==> config.mk <==
export PLATFORM = sky130hd
export DESIGN_NAME = bcd_mod100_counter
export DESIGN_NICKNAME = d
export VERILOG_FILES = /design/src/rtl/bcd_pkg.sv /design/src/rtl/bcd_decade.sv /design/src/rtl/rate_taps.sv /design/src/rtl/bcd_mod100_counter.sv
export SDC_FILE = /design/constraint.sdc
export NUM_CORES = 1
export LEC_CHECK = 0
export BUFFER_PORTS_ARGS = -buffer_cell sky130_fd_sc_hd__buf_2
export CORE_AREA = 2 2 39 41
export CTS_CLUSTER_SIZE = 10
export DETAILED_ROUTE_END_ITERATION = 8
export DIE_AREA = 0 0 41 43
export GPL_TIMING_DRIVEN = 0
export PLACE_DENSITY = 0.69
export SYNTH_ARGS = -nofsm -noshare
export SYNTH_HDL_FRONTEND = slang
export SYNTH_SLANG_ARGS = --single-unit
==> constraint.sdc <==
create_clock -name clk -period 1.4 [get_ports clk]
set_input_delay 0.14 -clock clk [delete_from_list [all_inputs] [get_ports clk]]
set_output_delay 0.14 -clock clk [all_outputs]
set_load 0.02 [all_outputs]
==> src/rtl/bcd_pkg.sv <==
package bcd_pkg;
  localparam int DIGIT_W  = 4;
  localparam int RADIX    = 10;
  localparam int N_DIGITS = 2;
  typedef logic [DIGIT_W-1:0] digit_t;
  localparam digit_t LAST_DIGIT = digit_t'(RADIX - 1);
endpackage

==> src/rtl/bcd_decade.sv <==
module bcd_decade
  import bcd_pkg::*;
(
  input  logic   clk,
  input  logic   rst,
  input  logic   step_en,
  output digit_t digit,
  output logic   wrap_next
);
  digit_t q;
  digit_t tgl;

  // toggle conditions for a decimal stage
  always_comb begin
    tgl[0] = 1'b1;
    tgl[1] = ~q[3] & q[0];
    tgl[2] = q[1] & q[0];
    tgl[3] = (q[2] & q[1] & q[0]) | (q[3] & q[0]);
  end

  always_ff @(posedge clk) begin
    if (rst)
      q <= '0;
    else if (step_en)
      q <= q ^ tgl;
  end

  assign digit     = q;
  assign wrap_next = step_en & (q == LAST_DIGIT);
endmodule

==> src/rtl/rate_taps.sv <==
module rate_taps #(
  parameter int TAPS = 2
) (
  input  logic            clk,
  input  logic            rst,
  input  logic [TAPS-1:0] tc_in,
  output logic [TAPS-1:0] pulse_out
);
  always_ff @(posedge clk) begin
    if (rst)
      pulse_out <= '0;
    else
      pulse_out <= tc_in;
  end
endmodule

==> src/rtl/bcd_mod100_counter.sv <==
module bcd_mod100_counter
  import bcd_pkg::*;
(
  input  logic       clk,
  input  logic       rst,
  input  logic       cnt_en,
  output logic [3:0] units,
  output logic [3:0] tens,
  output logic       units_tc,
  output logic       tens_tc,
  output logic       div10_pulse,
  output logic       div100_pulse
);
  digit_t              digs  [N_DIGITS];
  logic [N_DIGITS:0]   chain;
  logic [N_DIGITS-1:0] pulses;

  assign chain[0] = cnt_en;

  // each stage is enabled by the terminal count of the stage below it
  for (genvar g = 0; g < N_DIGITS; g++) begin : g_stage
    bcd_decade u_dec (
      .clk       (clk),
      .rst       (rst),
      .step_en   (chain[g]),
      .digit     (digs[g]),
      .wrap_next (chain[g+1])
    );
  end

  rate_taps #(.TAPS(N_DIGITS)) u_taps (
    .clk       (clk),
    .rst       (rst),
    .tc_in     (chain[N_DIGITS:1]),
    .pulse_out (pulses)
  );

  assign units        = digs[0];
  assign tens         = digs[1];
  assign units_tc     = chain[1];
  assign tens_tc      = chain[2];
  assign div10_pulse  = pulses[0];
  assign div100_pulse = pulses[1];
endmodule

==> key figures, run 1 <==
Outcome
  • Status: complete, no violations

Placed design
  • DP HPWL: 615.1 um
  • Setup slack after placement: 37.15 ps
  • Placed insts: 76
  • Port Buf Inserts: 14
  • Routability congestion estimate: 0.7432

Floorplan
  • DIE AREA: 1763 um^2
  • Placement row count: 14
  • Die W: 41 um
  • # IOs: 15
  • Die H: 43 um
  • Core box area: 1384 um^2
  • Initial Util: 0.3101

STA
  • RSZ-0062 raised after global routing: yes
  • Final WS setup: 1.064 ps
  • Endpoints failing setup: 0
  • Shortest period the worst path allows: 1399 ps
  • Fmax: 0.7148 GHz
  • Max transition margin: 0.7154
  • Final Hold Viols: 0
  • WHS: 223.0 ps
  • Pins Over Slew Limit: 0
  • Clock skew: 3.330 ps
  • Final period util: 0.9992
  • Slew at the pin closest to its max-slew limit: 426.9 ps

Global route
  • Wire length of the first global-routing pass: 1373 um
  • Vias in the first global route: 355
  • Total global routing overflow: 0
  • GRT Total Usage: 0.1188
  • Largest net degree at the start of global routing: 11
  • Initial antenna violation count: 0

Power and ir drop
  • Internal Dissipation: 467.5 uW
  • Sw Ratio: 0.2366
  • Clock Power Share: 0.436
  • Maximum vdd drop: 0.6203 mV
  • P per Cell Area: 1022 nW/um^2
  • Power Total: 612.4 uW
  • Net Sw Power: 144.9 uW
  • Reg power frac: 0.485
  • Combinational share of power: 0.079
  • Leak: 0.2653 nW

Setup path
  • Reg2Reg Depth: 3
  • Buf/Inv on CP: 1
  • Startpoint Class: register
  • Data arrival, critical path: 1260 ps
  • Critical Path, Cell by Cell: and4bb_2 -> nand3_2 -> nor2_1 -> buf_4
  • Worst Path Max Fanout: 5
  • Cell family with most CP delay: simple AND/OR/NAND/NOR gates
  • CP max stage delay: 340 ps
  • Slowest-stage cell, CP: dfxtp_2
  • Crit path depth: 4
  • Crit path kind: register to output pin
  • WP data required: 1260 ps
  • CP endpoint kind: output pin

Final layout
  • Non-Filler Instances: 83
  • Final core occ: 0.4331
  • Most frequent cells in the layout: 12 x buf_2, 7 x nor2_1, 5 x dfxtp_1, 5 x buf_4
  • Ratio of cells with drive above 1 in the final layout: 0.5075
  • Number of fill cells: 143
  • P&R area growth vs syn: 39.65%
  • Antenna Diode Count: 0
  • Nets: 71
  • Commonest non-fill, non-tap cell in the layout: buf_2

Synth
  • Post-synthesis net count: 49
  • Yosys cell types: 23
  • Yosys reg bits: 10
  • Syn. warnings: 0
  • Seq/Total Area, Yosys: 0.4665
  • Mapped Cells: 46
  • Share of the synthesized area in the top cell type: 0.4665
  • Cell taking the most area after synthesis: dfxtp_1
  • Avg Cell Area, Syn: 9.330 um^2
  • Mapped cell area: 429.2 um^2
  • Largest cells by area after synthesis: dfxtp_1 47%, nor2_1 6.1%, mux2_2 5.2%

Clock network
  • CTS tree: yes
  • H-tree lvl count: 1
  • CTS buffer count: 3
  • Hold_buf cts: 0
  • Clk root buf: clkbuf_4
  • Clock sink count: 10
  • Worst-Skew Late Latency: 270 ps
  • Clock Pin Slew Worst Setup and Hold Paths: 70 ps
  • CTS max path bufs: 2

Worst hold path
  • Min-Delay Path Depth: 4
  • HP Class: input port to register

Route
  • DR vias/cell: 4.952
  • Post-route DRC: 0
  • Drt first pass iters: 4
  • Via count of the routed design: 411
  • Wirelength, routed: 894 um
  • Avg WL per Cell: 10.77 um
  • Drt initial violations: 3
  • Routed Antenna Nets: 0

Job
  • Max-cap violation count: 0
## final timing paths
check	start	to	slack (ps)
max reg2reg	g_stage[1].u_dec.digit[3]	g_stage[1].u_dec.digit[1]	30
max	g_stage[0].u_dec.digit[2]	tens_tc	1
min	cnt_en	g_stage[0].u_dec.digit[3]	220
min reg2reg	g_stage[1].u_dec.digit[3]	u_taps.pulse_out[1]	500
## timing repair
item	CTS	global route
setup endpoints to repair	2	4
gates resized for setup	5	2
setup buffers	2	1
cloned	0	0
pin swaps	3	1
## power groups by stage
stage	clock, mW	combinational, mW	sequential [mW]
5_1_grt	0.285	0.0521	0.298
3_3_place_gp	0	0.0410	0.307
2_1_floorplan	0	0.0195	0.313
4_1_cts	0.270	0.0477	0.299
3_5_place_dp	0	0.0419	0.307
6_report	0.267	0.0485	0.297
## area by class of cell
| cell class | instances | area [um^2] | share of cell area |
|---|---|---|---|
| Buffer | 1 | 3.754 | 0.006263 |
| Multi-Input combinational cell | 34 | 226.5 | 0.3779 |
| Clock buffer | 4 | 36.28 | 0.06054 |
| Timing Repair Buffer | 17 | 97.59 | 0.1628 |
| Tap cell | 16 | 20.02 | 0.03340 |
| Inverter | 1 | 3.754 | 0.006263 |
| Sequential cell | 10 | 211.5 | 0.3528 |
## registers in the layout, summed over array words and instances, names as in the netlist
register and count:
g_stage.u_dec.digit 8, u_taps.pulse_out 2
## metal layers
layer / track usage / part of all wire / vias up
met3: 0.02094 / 0.046 / 2
met2: 0.1781 / 0.50 / 11
li1: - / - / 203
met5: 0 / 0 / -
met4: 0.1200 / 0.017 / 0
met1: 0.1266 / 0.44 / 195
## per-stage QoR
step                area [um^2]  TNS, ps
CTS                       586.8        0
finish                    599.3        0
global route              599.3   -138.1
detailed placement        523.0        0
floorplan                 432.9        0
global placement          523.0        0
## cell families (layout without fill, tap and decap cells)
logic type             Yosys count  in the layout  share of synthesized area
XOR/XNOR                         3              3                    0.06124
AO/OA/AOI/OAI                    4              4                    0.05830
multiplexers                     2              2                    0.05247
flip-flops                      10             10                     0.4665
buffers and inverters            2             23                    0.01748
AND/OR/NAND/NOR                 25             25                     0.3440
## cells in the mapped netlist
| library cell | instances |
|---|---|
| a21oi_1 | 2 |
| a32o_1 | 1 |
| and2_2 | 1 |
| and3_2 | 1 |
| and4_2 | 1 |
| and4bb_2 | 1 |
| clkbuf_1 | 1 |
| dfxtp_1 | 10 |
| inv_1 | 1 |
| mux2_2 | 2 |
| nand2_1 | 3 |
| nand3_1 | 3 |
| nand3b_1 | 1 |
| nor2_1 | 7 |
| nor2b_1 | 2 |
| nor3_1 | 1 |
| nor3b_1 | 1 |
| o21ai_0 | 1 |
| or3_1 | 1 |
| or3b_2 | 1 |
| or4b_1 | 1 |
| xnor2_1 | 1 |
| xor2_1 | 2 |
## tightest hold or removal path, stage by stage
cell and delay, ps:
buf_2 140, nand2_1 60, nand2_1 60, a21oi_1 60
(Power assumes the default switching activity.)
==> run 2, diff against run 1 <==
--- a/config.mk
+++ b/config.mk
@@ -6,12 +6,15 @@
 export NUM_CORES = 1
 export LEC_CHECK = 0
 export BUFFER_PORTS_ARGS = -buffer_cell sky130_fd_sc_hd__buf_2
+export CAP_MARGIN = 15
 export CORE_AREA = 2 2 39 41
 export CTS_CLUSTER_SIZE = 10
 export DETAILED_ROUTE_END_ITERATION = 8
 export DIE_AREA = 0 0 41 43
 export GPL_TIMING_DRIVEN = 0
-export PLACE_DENSITY = 0.69
+export PLACE_DENSITY = 0.7
+export REMOVE_ABC_BUFFERS = 1
 export SYNTH_ARGS = -nofsm -noshare
 export SYNTH_HDL_FRONTEND = slang
+export SYNTH_HIERARCHICAL = 1
 export SYNTH_SLANG_ARGS = --single-unit
==> run 2 against run 1 <==
Effect of this change:
- the flow now finishes with violations (negative setup slack)
- register-to-register slack got worse by 130 ps
- maximum frequency shrank 16%
- sequential share of layout area is 6.4 points lower
- synthesized area grew 3.2%
- total power up 1.3%
- clock-buffer cell count is the same
- routed wire length grew 21%
- first-iteration DRC count grew to 4.3 times the previous value
- clock skew fell by 1.4 ps
- cell count increased by 4.8%
- largest cell class unchanged
==> key figures, run 2 <==
Synth
  • Post-synth EDFFs: 0 (unchanged)
  • Avg Cell Area, Syn: 10.55 um^2 (+13%)
  • Mapped cell area: 442.9 um^2 (+3.2%)
  • Syn. warnings: 6 (+6)
  • FFs w/ async S/R, synth: 0 (unchanged)
  • Primary FF master, synth: dfxtp_1
  • Largest cells by area after synthesis: dfxtp_1 45%, mux2_4 14%, nor2b_1 8.5%
  • Share of the synthesized area in the top cell type: 0.4520 (-0.01449)
  • Cell taking the most area after synthesis: dfxtp_1
  • Yosys reg bits: 10 (unchanged)
  • Yosys cell types: 12 (-48%)
  • Mapped Cells: 42 (-8.7%)
  • Synth top cells by count: 10 x dfxtp_1, 6 x nor2_1, 6 x nor2b_1
  • Seq/Total Area, Yosys: 0.4520 (-0.01449)
  • Count leader, synth: dfxtp_1

Setup path
  • R2R setup slack: -100 ps (-130 ps)
  • Critical Path, Cell by Cell: nand2_2 -> nor4b_4 -> nand2_2 -> nor4b_4 -> buf_4
  • Startpoint Class: register
  • Slowest-stage cell, CP: dfxtp_2
  • Data arrival, critical path: 1520 ps (+260 ps)
  • Crit path kind: register to output pin
  • Worst Path Max Fanout: 2 (-3)
  • WP data required: 1260 ps (about the same)
  • CP max stage delay: 340 ps (about the same)
  • CP endpoint kind: output pin

STA
  • Final WS setup: -262.1 ps (-263.1 ps)
  • Final period util: 1.187 (+0.1880)
  • Final Hold Viols: 0 (unchanged)
  • RSZ-0062 raised after global routing: yes
  • Clock skew: 1.954 ps (-1.376 ps)
  • Fmax: 0.6017 GHz (-16%)
  • Slew at the pin closest to its max-slew limit: 309.4 ps (-117.6 ps)
  • Shortest period the worst path allows: 1662 ps (+263.1 ps)
  • Max transition margin: 0.7938 (+0.07837)
  • Endpoints failing setup: 5 (+5)
  • Pins Over Slew Limit: 0 (unchanged)

Clock network
  • CTS tree: yes
  • Hold_buf cts: 0 (unchanged)
  • CTS buffer count: 3 (unchanged)
  • Clk root buf: clkbuf_4
  • Worst-Skew Late Latency: 260 ps (about the same)
  • H-tree lvl count: 1 (unchanged)
  • CTS max path bufs: 2 (unchanged)
  • Clock sink count: 10 (unchanged)
  • Clock Pin Slew Worst Setup and Hold Paths: 70 ps (about the same)

Route
  • Via count of the routed design: 424 (+3.2%)
  • Drt initial violations: 13 (+10)
  • Wirelength, routed: 1079 um (+21%)
  • Avg WL per Cell: 12.40 um (+15%)
  • Post-route DRC: 0 (unchanged)
  • DR vias/cell: 4.874 (-1.6%)
  • Drt first pass iters: 4 (unchanged)
  • Routed Antenna Nets: 0 (unchanged)

Floorplan
  • Die H: 43 um (unchanged)
  • Placement row count: 14 (unchanged)
  • Initial Util: 0.3201 (+0.009946)
  • # IOs: 15 (unchanged)
  • Core box area: 1384 um^2 (unchanged)
  • DIE AREA: 1763 um^2 (unchanged)
  • Die W: 41 um (unchanged)

Global route
  • Wire length of the first global-routing pass: 1842 um (+34%)
  • Largest net degree at the start of global routing: 17 (+6)
  • GRT Total Usage: 0.1499 (+0.03107)
  • Total global routing overflow: 0 (unchanged)
  • Vias in the first global route: 445 (+25%)
  • Initial antenna violation count: 0 (unchanged)

Outcome
  • Failing checks: negative setup slack
  • Status: finished with violations

Power and ir drop
  • Clock Power Share: 0.423 (-0.013)
  • Reg power frac: 0.478 (-0.007)
  • Internal Dissipation: 476.3 uW (+1.9%)
  • Power Total: 620.2 uW (+1.3%)
  • Maximum vdd drop: 0.2829 mV (-54%)
  • Leak: 0.3285 nW (+24%)
  • P per Cell Area: 863.6 nW/um^2 (-15%)
  • Sw Ratio: 0.2320 (-0.004592)
  • Combinational share of power: 0.099 (+0.020)
  • Net Sw Power: 143.9 uW (-0.68%)

Final layout
  • Number of flip-flops in the largest register: 8 (unchanged)
  • Non-Filler Instances: 87 (+4.8%)
  • Final core occ: 0.5190 (+0.08590)
  • Antenna Diode Count: 0 (unchanged)
  • Ratio of cells with drive above 1 in the final layout: 0.6197 (+0.1123)
  • P&R area growth vs syn: 62.15%
  • Finished Cell Area: 718.2 um^2 (+20%)
  • Most frequent cells in the layout: 12 x buf_2, 10 x buf_4, 6 x nor2_1, 6 x dfxtp_1, 5 x nor2b_1
  • Nets: 75 (+5.6%)
  • Commonest non-fill, non-tap cell in the layout: buf_2

Placed design
  • Routability congestion estimate: 0.6983 (-6.0%)
  • Setup slack after placement: -776.8 ps (-813.9 ps)
  • DP HPWL: 535.1 um (-13%)
  • Placed instance area: 533.0 um^2 (+1.9%)
  • Placed insts: 72 (-5.3%)
  • Port Buf Inserts: 14 (unchanged)

Job
  • Max-cap violation count: 0 (unchanged)

Worst hold path
  • HP Class: input port to register
==> run 2: repair_timing <==
action | CTS | global route
setup buffers | 14 | 4
pin swaps | 5 | 3
setup endpoints to repair | 8 | 6
resized for setup | 11 | 8
hold endpoints to repair | 0 | 0
==> run 2: cells by family (layout without fill, tap and decap cells) <==
family | after synthesis | after routing | share of synthesized area
compound gates | 2 | 2 | 0.04520
xor+xnor | 2 | 2 | 0.03956
buf+inv | 2 | 31 | 0.01696
flops | 10 | 10 | 0.4520
mux | 4 | 4 | 0.1356
simple gates | 22 | 22 | 0.3107
==> run 2: power groups by stage <==
| stage | registers, mW | logic (mW) | clock network, mW |
|---|---|---|---|
| 2_1_floorplan | 0.310 | 0.0184 | 0 |
| 3_3_place_gp | 0.304 | 0.0417 | 0 |
| 3_5_place_dp | 0.304 | 0.0428 | 0 |
| 4_1_cts | 0.297 | 0.0540 | 0.263 |
| 5_1_grt | 0.297 | 0.0685 | 0.279 |
| 6_report | 0.296 | 0.0615 | 0.262 |
==> run 2: metal layers <==
metal | part of all wire | vias to the layer above | GRT usage
met1 | 0.46 | 210 | 0.1845
met3 | 0.034 | 4 | 0.03141
met4 | 0.019 | 0 | 0.08667
li1 | - | 201 | -
met5 | 0 | - | 0
met2 | 0.48 | 9 | 0.2281
==> run 2: final timing paths <==
| check | to | depth (start not counted) | start |
|---|---|---|---|
| worst min register to register | g_stage[0].u_dec/digit[3] | 1 | g_stage[0].u_dec/digit[3] |
| worst min-delay path | g_stage[0].u_dec/digit[0] | 3 | cnt_en |
| worst max-delay path | tens_tc | 5 | g_stage[0].u_dec/digit[0] |
| worst max register to register | g_stage[1].u_dec/digit[3] | 7 | g_stage[0].u_dec/digit[0] |
==> run 2: critical path, delay by kind of cell, from the launching register on <==
| family | cells | cell delay (ps) |
|---|---|---|
| flops | 1 | 340 |
| simple gates | 4 | 730 |
| buf+inv | 1 | 190 |
==> run 2: metrics by stage <==
| step | hold slack, ps | setup TNS [ps] |
|---|---|---|
| final | 197.4 | -477.8 |
| after floorplan | 211.6 | -7937 |
| after CTS | 180.7 | -774.5 |
| after detailed placement | 443.0 | -3835 |
| after global routing | 237.9 | -772.1 |
| after global placement | 434.9 | -3400 |
==> run 2: layout make-up <==
class	count	area (um^2)
Sequential cell	10	207.7
Fill cell	121	665.6
Timing Repair Buffer	25	168.9
Multi-Input combinational cell	30	277.8
Inverter	2	7.507
Tap cell	16	20.02
Clock buffer	4	36.28
==> run 3, diff against run 2 <==
--- a/config.mk
+++ b/config.mk
@@ -12,9 +12,8 @@
 export DETAILED_ROUTE_END_ITERATION = 8
 export DIE_AREA = 0 0 41 43
 export GPL_TIMING_DRIVEN = 0
-export PLACE_DENSITY = 0.7
+export PLACE_DENSITY = 0.69
 export REMOVE_ABC_BUFFERS = 1
 export SYNTH_ARGS = -nofsm -noshare
 export SYNTH_HDL_FRONTEND = slang
-export SYNTH_HIERARCHICAL = 1
 export SYNTH_SLANG_ARGS = --single-unit
==> constraint.sdc (replaced) <==
create_clock -name clk -period 1.4 [get_ports clk]
set_input_delay 0.14 -clock clk [delete_from_list [all_inputs] [get_ports clk]]
set_output_delay 0.14 -clock clk [all_outputs]
set_load 0.1 [all_outputs]
==> run 3 against run 2 <==
Effect of this change:
- the flow still finishes with violations (negative setup slack)
- sequential power hardly changed
- register-to-register slack better by 30 ps
- routed wire length is 2.7% lower
- critical endpoint unchanged
- largest cell class unchanged
- highest routed layer is now met3
==> key figures, run 3 (synthesis results as in run 1) <==
Final layout
  • Final core occ: 0.4684 (-0.05063)
  • Commonest non-fill, non-tap cell in the layout: buf_2
  • FF/Latch Area: 214.0 um^2 (+3.0%)
  • Number of flip-flops in the largest register: 8 (unchanged)
  • P&R area growth vs syn: 51.02%
  • Multi-input gate area: 251.5 um^2 (-9.5%)
  • Nets: 70 (-6.7%)
  • Ratio of cells with drive above 1 in the final layout: 0.5606 (-0.05911)
  • Number of fill cells: 140 (+16%)
  • Most frequent cells in the layout: 12 x buf_2, 6 x nor2_1, 5 x dfxtp_1
  • Antenna Diode Count: 0 (unchanged)

Power and ir drop
  • P per Cell Area: 986.2 nW/um^2 (+14%)
  • Internal Dissipation: 467.9 uW (-1.8%)
  • Reg power frac: 0.464 (-0.014)
  • Leak: 0.2721 nW (-17%)
  • Clock Power Share: 0.399 (-0.024)
  • Sw Ratio: 0.2680 (+0.03590)
  • Power Total: 639.2 uW (+3.1%)
  • Combinational share of power: 0.136 (+0.037)
  • Maximum vdd drop: 0.3819 mV (+35%)
  • Net Sw Power: 171.3 uW (+19%)

Floorplan
  • Die H: 43 um (unchanged)
  • Placement row count: 14 (unchanged)
  • Initial Util: 0.3101 (-0.009946)
  • Die W: 41 um (unchanged)
  • DIE AREA: 1763 um^2 (unchanged)
  • Core box area: 1384 um^2 (unchanged)
  • # IOs: 15 (unchanged)

STA
  • RSZ-0062 raised after global routing: yes
  • Slew at the pin closest to its max-slew limit: 485.2 ps (+175.8 ps)
  • Shortest period the worst path allows: 1487 ps (-175.0 ps)
  • Pins Over Slew Limit: 0 (unchanged)
  • Max transition margin: 0.6788 (-0.1150)
  • Fmax: 0.6725 GHz (+12%)
  • Endpoints failing setup: 4 (-1)
  • WHS: 180.1 ps (-17.28 ps)
  • Clock skew: 1.573 ps (-0.3806 ps)
  • Final period util: 1.062 (-0.1250)
  • TNS Setup: -250.3 ps (+227.5 ps)
  • Final Hold Viols: 0 (unchanged)
  • Final WS setup: -87.02 ps (+175.0 ps)

Outcome
  • Status: finished with violations
  • Failing checks: negative setup slack

Setup path
  • WP data required: 1260 ps (about the same)
  • CP max stage delay: 350 ps (about the same)
  • Worst Path Max Fanout: 3 (+1)
  • Startpoint Class: register
  • Buf/Inv on CP: 1 (unchanged)
  • Slowest-stage cell, CP: and4bb_2
  • CP endpoint kind: output pin
  • Crit path kind: register to output pin
  • Reg2Reg Depth: 4 (-3)
  • R2R setup slack: -70 ps (+30 ps)
  • R2R Path End: g_stage[1].u_dec.digit[2]
  • Cell family with most CP delay: simple AND/OR/NAND/NOR gates
  • Reg2Reg Launch Point: g_stage[0].u_dec.digit[1]
  • Data arrival, critical path: 1350 ps (-170 ps)
  • Critical Path, Cell by Cell: and4bb_2 -> nand3_4 -> nor2_4 -> buf_12

Global route
  • Initial antenna violation count: 0 (unchanged)
  • Vias in the first global route: 384 (-14%)
  • GRT Total Usage: 0.1308 (-0.01911)
  • Wire length of the first global-routing pass: 1573 um (-15%)
  • Largest net degree at the start of global routing: 13 (-4)
  • Total global routing overflow: 0 (unchanged)

Clock network
  • Worst-Skew Late Latency: 260 ps (about the same)
  • Clock Pin Slew Worst Setup and Hold Paths: 70 ps (about the same)
  • CTS buffer count: 3 (unchanged)
  • CTS max path bufs: 2 (unchanged)
  • Clk root buf: clkbuf_4
  • CTS tree: yes
  • Clock sink count: 10 (unchanged)
  • Hold_buf cts: 0 (unchanged)
  • H-tree lvl count: 1 (unchanged)

Job
  • Max-cap violation count: 0 (unchanged)

Worst hold path
  • HP Class: input port to register
  • Hold Path Origin: rst
  • Min-Delay Path Depth: 2 (-1)
  • WHS Endpoint: g_stage[1].u_dec.digit[1]

Placed design
  • Port Buf Inserts: 14 (unchanged)
  • Routability congestion estimate: 0.6983 (unchanged)
  • DP HPWL: 610.2 um (+14%)

Route
  • Avg WL per Cell: 12.80 um (+3.2%)
  • Wirelength, routed: 1050 um (-2.7%)
  • Drt initial violations: 3 (-10)
  • DR vias/cell: 4.866 (-0.16%)
  • Post-route DRC: 0 (unchanged)
  • Drt first pass iters: 4 (unchanged)
  • Via count of the routed design: 399 (-5.9%)
  • Routed Antenna Nets: 0 (unchanged)
run 3: worst max-delay path by stage:
stage | startpoint | endpoint | slack, ps | cells after the start
finish | g_stage[0].u_dec.digit[1] | tens_tc | -90 | 4
global route | g_stage[0].u_dec.digit[2] | tens_tc | -140 | 4
CTS | g_stage[0].u_dec.digit[1] | tens_tc | -70 | 4
detailed placement | g_stage[0].u_dec.digit[0] | tens_tc | -120 | 4
global placement | g_stage[0].u_dec.digit[0] | tens_tc | -120 | 4
floorplan | g_stage[0].u_dec.digit[0] | tens_tc | -1580 | 3
run 3: metal layers:
metal	routed length, um	GRT usage
met1	421	0.1424
met2	583	0.2219
met3	46	0.01571
met4	0	0.08000
met5	0	0
run 3: power by group through the flow:
stage | Combinational [mW] | Sequential, mW | Clock, mW
final | 0.0872 | 0.297 | 0.255
after global routing | 0.0920 | 0.298 | 0.280
after CTS | 0.0869 | 0.297 | 0.261
after detailed placement | 0.0774 | 0.306 | 0
after global placement | 0.0770 | 0.306 | 0
after floorplan | 0.0164 | 0.349 | 0
run 3: area by class of cell:
cell class,count,area share
Timing Repair Buffer,17,0.1892
Multi-Input combinational cell,34,0.3880
Inverter,1,0.005792
Sequential cell,10,0.3301
Tap cell,16,0.03089
Clock buffer,4,0.05598
run 3: what timing repair did:
action                     in CTS  in global routing
setup endpoints to repair       4                  4
hold endpoints to repair        0                  0
gates resized for setup        20                  3
pin swaps                       2                  0
buffers inserted                3                  0
run 3: stage by stage:
step           cells  cell area (um^2)  worst slack, ps
6_report          82             648.1           -87.02
2_1_floorplan     45             425.4            -1579
3_3_place_gp      75             515.5           -124.1
3_5_place_dp      75             515.5           -116.0
5_1_grt           82             648.1           -141.1
4_1_cts           82             638.1           -70.66
run 3: worst reg2reg max path, cell delays in order (launching register included):
cell and delay [ps]:
dfxtp_4 340, and4bb_2 350, buf_4 130, and4_4 230
mux2_2 320
